## config.mk

```make
export PLATFORM = sky130hd
export DESIGN_NAME = pingpong_fifo
export DESIGN_NICKNAME = d
export VERILOG_FILES = /design/src/rtl/pp_fifo_pkg.sv /design/src/rtl/pp_ptr.sv /design/src/rtl/pp_bank_state.sv /design/src/rtl/pp_irq.sv /design/src/rtl/pingpong_fifo.sv
export SDC_FILE = /design/constraint.sdc
export NUM_CORES = 1
export LEC_CHECK = 0
export ABC_AREA = 1
export BUFFER_PORTS_ARGS = -buffer_cell sky130_fd_sc_hd__buf_2
export CAP_MARGIN = 15
export CORE_ASPECT_RATIO = 1.4
export CORE_MARGIN = 2
export CORE_UTILIZATION = 60
export DETAILED_ROUTE_END_ITERATION = 7
export GPL_TIMING_DRIVEN = 0
export PLACE_DENSITY_LB_ADDON = 0.12
export SYNTH_ARGS = -nofsm -noshare
export SYNTH_HDL_FRONTEND = slang
export SYNTH_SLANG_ARGS = --single-unit
```

## constraint.sdc

```tcl
create_clock -name clk -period 2 [get_ports clk]
set_clock_uncertainty 0.05 [all_clocks]
set_input_delay 0.1 -clock clk [delete_from_list [all_inputs] [get_ports clk]]
set_output_delay 0.1 -clock clk [all_outputs]
set_load 0.005 [all_outputs]
```

## src/rtl/pp_fifo_pkg.sv

```systemverilog
package pp_fifo_pkg;

  typedef enum logic [1:0] {
    BK_EMPTY = 2'd0,
    BK_FILL  = 2'd1,
    BK_FULL  = 2'd2,
    BK_DRAIN = 2'd3
  } bank_st_e;

  function automatic logic bank_writable(input bank_st_e s);
    return (s == BK_EMPTY) || (s == BK_FILL);
  endfunction

  function automatic logic bank_readable(input bank_st_e s);
    return (s == BK_FULL) || (s == BK_DRAIN);
  endfunction

  function automatic int unsigned ring_next(input int unsigned cur, input int unsigned count);
    return (cur + 1 >= count) ? 0 : cur + 1;
  endfunction

endpackage

```

## src/rtl/pp_ptr.sv

```systemverilog
module pp_ptr #(
  parameter int BANKS = 2,
  parameter int DEPTH = 8,
  localparam int BANK_W = (BANKS > 1) ? $clog2(BANKS) : 1,
  localparam int OFF_W  = (DEPTH > 1) ? $clog2(DEPTH) : 1
) (
  input  logic              clk,
  input  logic              rst_n,
  input  logic              clr,
  input  logic              adv,
  output logic [BANK_W-1:0] bank_o,
  output logic [OFF_W-1:0]  off_o,
  output logic              last_o
);
  import pp_fifo_pkg::*;

  logic [BANK_W-1:0] bank_q;
  logic [OFF_W-1:0]  off_q;

  assign last_o = (int'(off_q) == DEPTH - 1);
  assign bank_o = bank_q;
  assign off_o  = off_q;

  always_ff @(posedge clk or negedge rst_n) begin
    if (!rst_n) begin
      bank_q <= '0;
      off_q  <= '0;
    end else if (clr) begin
      bank_q <= '0;
      off_q  <= '0;
    end else if (adv) begin
      if (last_o) begin
        off_q  <= '0;
        bank_q <= BANK_W'(ring_next(int'(bank_q), BANKS));
      end else begin
        off_q <= off_q + 1'b1;
      end
    end
  end

endmodule

```

## src/rtl/pp_bank_state.sv

```systemverilog
module pp_bank_state (
  input  logic                  clk,
  input  logic                  rst_n,
  input  logic                  abort,
  input  logic                  wr_hit,
  input  logic                  wr_last,
  input  logic                  rd_hit,
  input  logic                  rd_last,
  output pp_fifo_pkg::bank_st_e st_o
);
  import pp_fifo_pkg::*;

  bank_st_e st_q, st_d;

  always_comb begin
    st_d = st_q;
    if (abort) begin
      st_d = BK_EMPTY;
    end else if (wr_hit && bank_writable(st_q)) begin
      st_d = wr_last ? BK_FULL : BK_FILL;
    end else if (rd_hit && bank_readable(st_q)) begin
      st_d = rd_last ? BK_EMPTY : BK_DRAIN;
    end
  end

  always_ff @(posedge clk or negedge rst_n) begin
    if (!rst_n) st_q <= BK_EMPTY;
    else        st_q <= st_d;
  end

  assign st_o = st_q;

endmodule

```

## src/rtl/pp_irq.sv

```systemverilog
module pp_irq #(
  parameter int SRCS = 4
) (
  input  logic [SRCS-1:0] flags,
  input  logic [SRCS-1:0] en,
  output logic            irq
);
  assign irq = |(flags & en);
endmodule

```

## src/rtl/pingpong_fifo.sv

```systemverilog
module pingpong_fifo #(
  parameter int DATA_W = 8,
  parameter int BANKS  = 2,
  parameter int DEPTH  = 8,
  localparam int BANK_W = (BANKS > 1) ? $clog2(BANKS) : 1,
  localparam int OFF_W  = (DEPTH > 1) ? $clog2(DEPTH) : 1,
  localparam int IRQ_N  = 2 * BANKS
) (
  input  logic              clk,
  input  logic              rst_n,
  input  logic              wr_valid,
  output logic              wr_ready,
  input  logic [DATA_W-1:0] wr_data,
  output logic              rd_valid,
  input  logic              rd_ready,
  output logic [DATA_W-1:0] rd_data,
  input  logic              wr_ptr_clr,
  input  logic              rd_ptr_clr,
  input  logic [IRQ_N-1:0]  irq_en,
  output logic [BANKS-1:0]  bank_empty,
  output logic [BANKS-1:0]  bank_full,
  output logic              irq
);
  import pp_fifo_pkg::*;

  logic [DATA_W-1:0] mem [BANKS][DEPTH];
  bank_st_e          st [BANKS];

  logic [BANK_W-1:0] wbank, rbank;
  logic [OFF_W-1:0]  woff, roff;
  logic              wlast, rlast;

  logic abort;
  logic wr_fire, rd_fire;
  logic [BANKS-1:0] wr_done_vec, rd_done_vec;

  assign abort    = wr_ptr_clr | rd_ptr_clr;
  assign wr_ready = !abort && bank_writable(st[wbank]);
  assign rd_valid = !abort && bank_readable(st[rbank]);
  assign wr_fire  = wr_valid && wr_ready;
  assign rd_fire  = rd_valid && rd_ready;
  assign rd_data  = mem[rbank][roff];

  pp_ptr #(.BANKS(BANKS), .DEPTH(DEPTH)) u_wptr (
    .clk(clk), .rst_n(rst_n), .clr(wr_ptr_clr), .adv(wr_fire),
    .bank_o(wbank), .off_o(woff), .last_o(wlast)
  );

  pp_ptr #(.BANKS(BANKS), .DEPTH(DEPTH)) u_rptr (
    .clk(clk), .rst_n(rst_n), .clr(rd_ptr_clr), .adv(rd_fire),
    .bank_o(rbank), .off_o(roff), .last_o(rlast)
  );

  for (genvar b = 0; b < BANKS; b++) begin : g_bank
    logic whit, rhit;
    assign whit = wr_fire && (int'(wbank) == b);
    assign rhit = rd_fire && (int'(rbank) == b);
    assign wr_done_vec[b] = whit && wlast;
    assign rd_done_vec[b] = rhit && rlast;

    pp_bank_state u_st (
      .clk(clk), .rst_n(rst_n), .abort(abort),
      .wr_hit(whit), .wr_last(wlast), .rd_hit(rhit), .rd_last(rlast),
      .st_o(st[b])
    );

    assign bank_empty[b] = (st[b] == BK_EMPTY);
    assign bank_full[b]  = (st[b] == BK_FULL);

    always_ff @(posedge clk) begin
      if (whit) mem[b][woff] <= wr_data;
    end
  end

  pp_irq #(.SRCS(IRQ_N)) u_irq (
    .flags({bank_full, bank_empty}),
    .en(irq_en),
    .irq(irq)
  );

endmodule

```

==> impl_metrics.toml <==
[run_status]
outcome = "finished with violations"
violations = "setup timing"

[logic_synthesis]
syn_avg_cell_area_um2 = 11.9
synth_area_um2 = 5920
yosysUniqueCellTypes = 24
ys_seq_area_frac = 0.700
syn_nets = 520
synth.top_cell.area_share = 0.649
synthCells = 498
synth_area_leaders = "edfxtp_1 (65%), nor2_1 (5.5%), dfrtp_1 (5.1%)"
synth_seq_cells = 140
yosys.area.top_type = "edfxtp_1"
yosys_warnings = 0

[critical_path]
r2r_start = "u_wptr.bank_o"
arrival_ns = 2.01
worstSetupPathType = "reg -> out"
r2r-end = "mem[0][11]"
crit_slowest_cell = "o211ai_1"
r2r_setup_slack_ns = 0.09
cp_cell_sequence = "buf_6, clkinv_8, buf_8, nor2_4, o211ai_1, nand3_1, nand2_1, buf_2"
critical_path.max_fanout = 7
worst_ep_required_time_ns = 1.85
slowest_delay_ns = 0.42
reg2regPathDepth = 7
critPathLaunchType = "register"
crit_path_end_kind = "primary output"

[sta]
finalCritPeriodShare = 1.08
hold_viol_final = 0
fmax_mhz = 463
final.setup.worst_slack_ns = -0.158
finalSetupViolCount = 8
slew_headroom = 0.677
layout_min_cycle_time_ns = 2.16
tightest_slew_ns = 0.482
whs_ns = 0.0360
rsz0062_at_grt = "yes"
slew_viol_final = 0

[global_routing]
grt_pass1_vias = 4141
grt_overflow_total = 0
grt_max_degree = 17
antenna_found_initial = 0
grt_use_total = 0.293
grt_pass1_wl_mm = 22.0

[worst_hold_path]
whs_endpoint = "mem[1][16]"
whs_path_depth = 1
min_from = "wr_data[0]"
hp-class = "in -> reg"

[routing]
wirelength_mm = 14.4
dr.pass1.iters = 5
wl_per_cell_um = 20.5
vias_per_cell = 5.94
ant_nets = 0
drc = 0
first_iter_violations = 616
vias = 4185

[power]
power_density_nw_per_um2 = 946
p_total_mw = 6.84
p_clk_frac = 0.459
swShare = 0.220
switchingPower_mw = 1.50
max-vdd-ir-drop_mv = 0.789
seqPwrFrac = 0.473
leakagePower_nw = 2.56
p_int_mw = 5.34
combPwrFrac = 0.068

[clock_network]
cts_made_buffers = 17
cts_tree = "yes"
h-tree-depth = 4
cts_sinks = 140
clk_pin_slew_ns = 0.06
cts-root-buf = "clkbuf_16"
clk_latency_ns = 0.42
clockBufferDepth = 2

[die]
die_width_um = 87.9
fp.coreArea_um2 = 9510
die_area_um2 = 10700
initial_core_util = 0.622
num_io_pins = 33
rows = 42
die_h_um = 122

[place]
io_buffers = 31
place.gp.congestion = 0.951
detailedPlace.worstSlack_ns = -0.192
dp_hpwl_mm = 9.03

[job]
max_cap_viol_count = 0

[finish]
nNetsFinal = 582
multiInputGateArea_um2 = 1670
drive_gt1_frac = 0.244
synthToLayoutAreaGrowth_pct = 22.2
final-seq-area_um2 = 4140
fill_cells = 585
n_antenna_cell = 0
[per-layer routing]
layer / vias to the layer above / global-route usage / routed length, um
li1: 1925 / - / -
met1: 2014 / 0.354 / 5440
met2: 204 / 0.474 / 7350
met3: 42 / 0.0714 / 969
met4: 0 / 0.171 / 683
met5: - / 0 / 0
[layout make-up]
cell class	instances	share of cell area
flip-flops and latches	140	0.573
inverters	36	0.0220
plain buffers	25	0.0298
multi-input cells	295	0.231
well taps	132	0.0228
repair buffers	45	0.0394
clock buffers	17	0.0588
clock inverters	15	0.0235
[worst max path at each step]
| stage | start | to | slack, ns | depth (start not counted) |
|---|---|---|---|---|
| 5_1_grt | u_rptr.bank_o | rd_data[5] | -0.22 | 8 |
| 6_report | u_rptr.bank_o | rd_data[5] | -0.16 | 8 |
| 3_3_place_gp | u_wptr.bank_o | mem[1][37] | -0.16 | 7 |
| 2_1_floorplan | u_wptr.bank_o | mem[0][48] | 0.23 | 7 |
| 4_1_cts | u_wptr.bank_o | mem[1][22] | -0.08 | 7 |
| 3_5_place_dp | u_wptr.bank_o | mem[1][38] | -0.19 | 7 |
[cell usage in the layout (no fill, tap or decap), drive strengths merged, types with 2 or more instances in the layout]
cell type    Yosys  layout
edfxtp         128     128
nor2            88      88
o21ai           67      67
buf             14      56
nand2           43      43
o211ai          40      40
inv             33      35
nand3           33      33
clkbuf          13      27
dfrtp           12      12
a21oi           11      11
clkinv           3      11
nand4            8       8
ha               4       4
dlygate4sd3      0       4
bufinv           0       3
clkinvlp         0       2
[stage by stage]
step	utilization	area [um^2]	std cells	TNS, ns
after global routing	0.760	7230	705	-1.61
after global placement	0.656	6240	661	-7.33
after floorplan	-	5920	498	0
final	0.760	7230	705	-0.630
after detailed placement	0.656	6240	661	-11.27
after CTS	0.756	7190	708	-2.22
[flip-flops by register name (all words and copies together) (netlist names)]
signal	cells
u_rptr.off_o	3
u_rptr.bank_o	1
u_wptr.off_o	3
u_wptr.bank_o	1
mem	128
g_bank.u_st.st_o	4
[cell usage after synthesis]
cell type and number:
nand2_4 2, dfrtp_1 12, o21ai_1 21, nand2_1 41
inv_2 3, nor2_8 1, buf_2 11, clkbuf_1 13
nor2_1 87, inv_1 30, clkinv_1 3, a21oi_4 1
nand4_1 8, nand3_2 2, o21ai_0 46, buf_6 2
nand3_1 31, ha_1 4, a21oi_2 1, buf_1 1
a31oi_1 1, o211ai_1 40, edfxtp_1 128, a21oi_1 9
[critical path, delay by kind of cell, from the launching register on]
family / cells / cell delay, ns
buffers and inverters: 4 / 0.47
AO/OA/AOI/OAI: 1 / 0.42
flip-flops: 1 / 0.41
AND/OR/NAND/NOR: 3 / 0.27
[logic make-up (layout without fill, tap and decap cells)]
group                      after synthesis  count (layout)  synth area share
and+or+nand+nor                        172             172             0.126
DFF                                    140             140             0.700
AOI/OAI and AO/OA                      119             119             0.120
buffers and inverters                   63             138            0.0448
adders and majority gates                4               4           0.00846
[power groups by stage]
stage / clock (mW) / sequential [mW] / combinational (mW)
2_1_floorplan: 0 / 3.29 / 0.226
3_3_place_gp: 0 / 3.30 / 0.393
3_5_place_dp: 0 / 3.30 / 0.405
4_1_cts: 3.15 / 3.24 / 0.448
5_1_grt: 3.29 / 3.24 / 0.509
6_report: 3.14 / 3.24 / 0.466
[what timing repair did]
action,4_1_cts,5_1_grt
hold endpoints to repair,18,0
setup endpoints to repair,127,108
cloned,2,0
pin swaps,24,14
buffers inserted,9,1
hold buffers,4,0
resized for setup,74,35
Note: power is estimated with default switching activity, not from simulation.
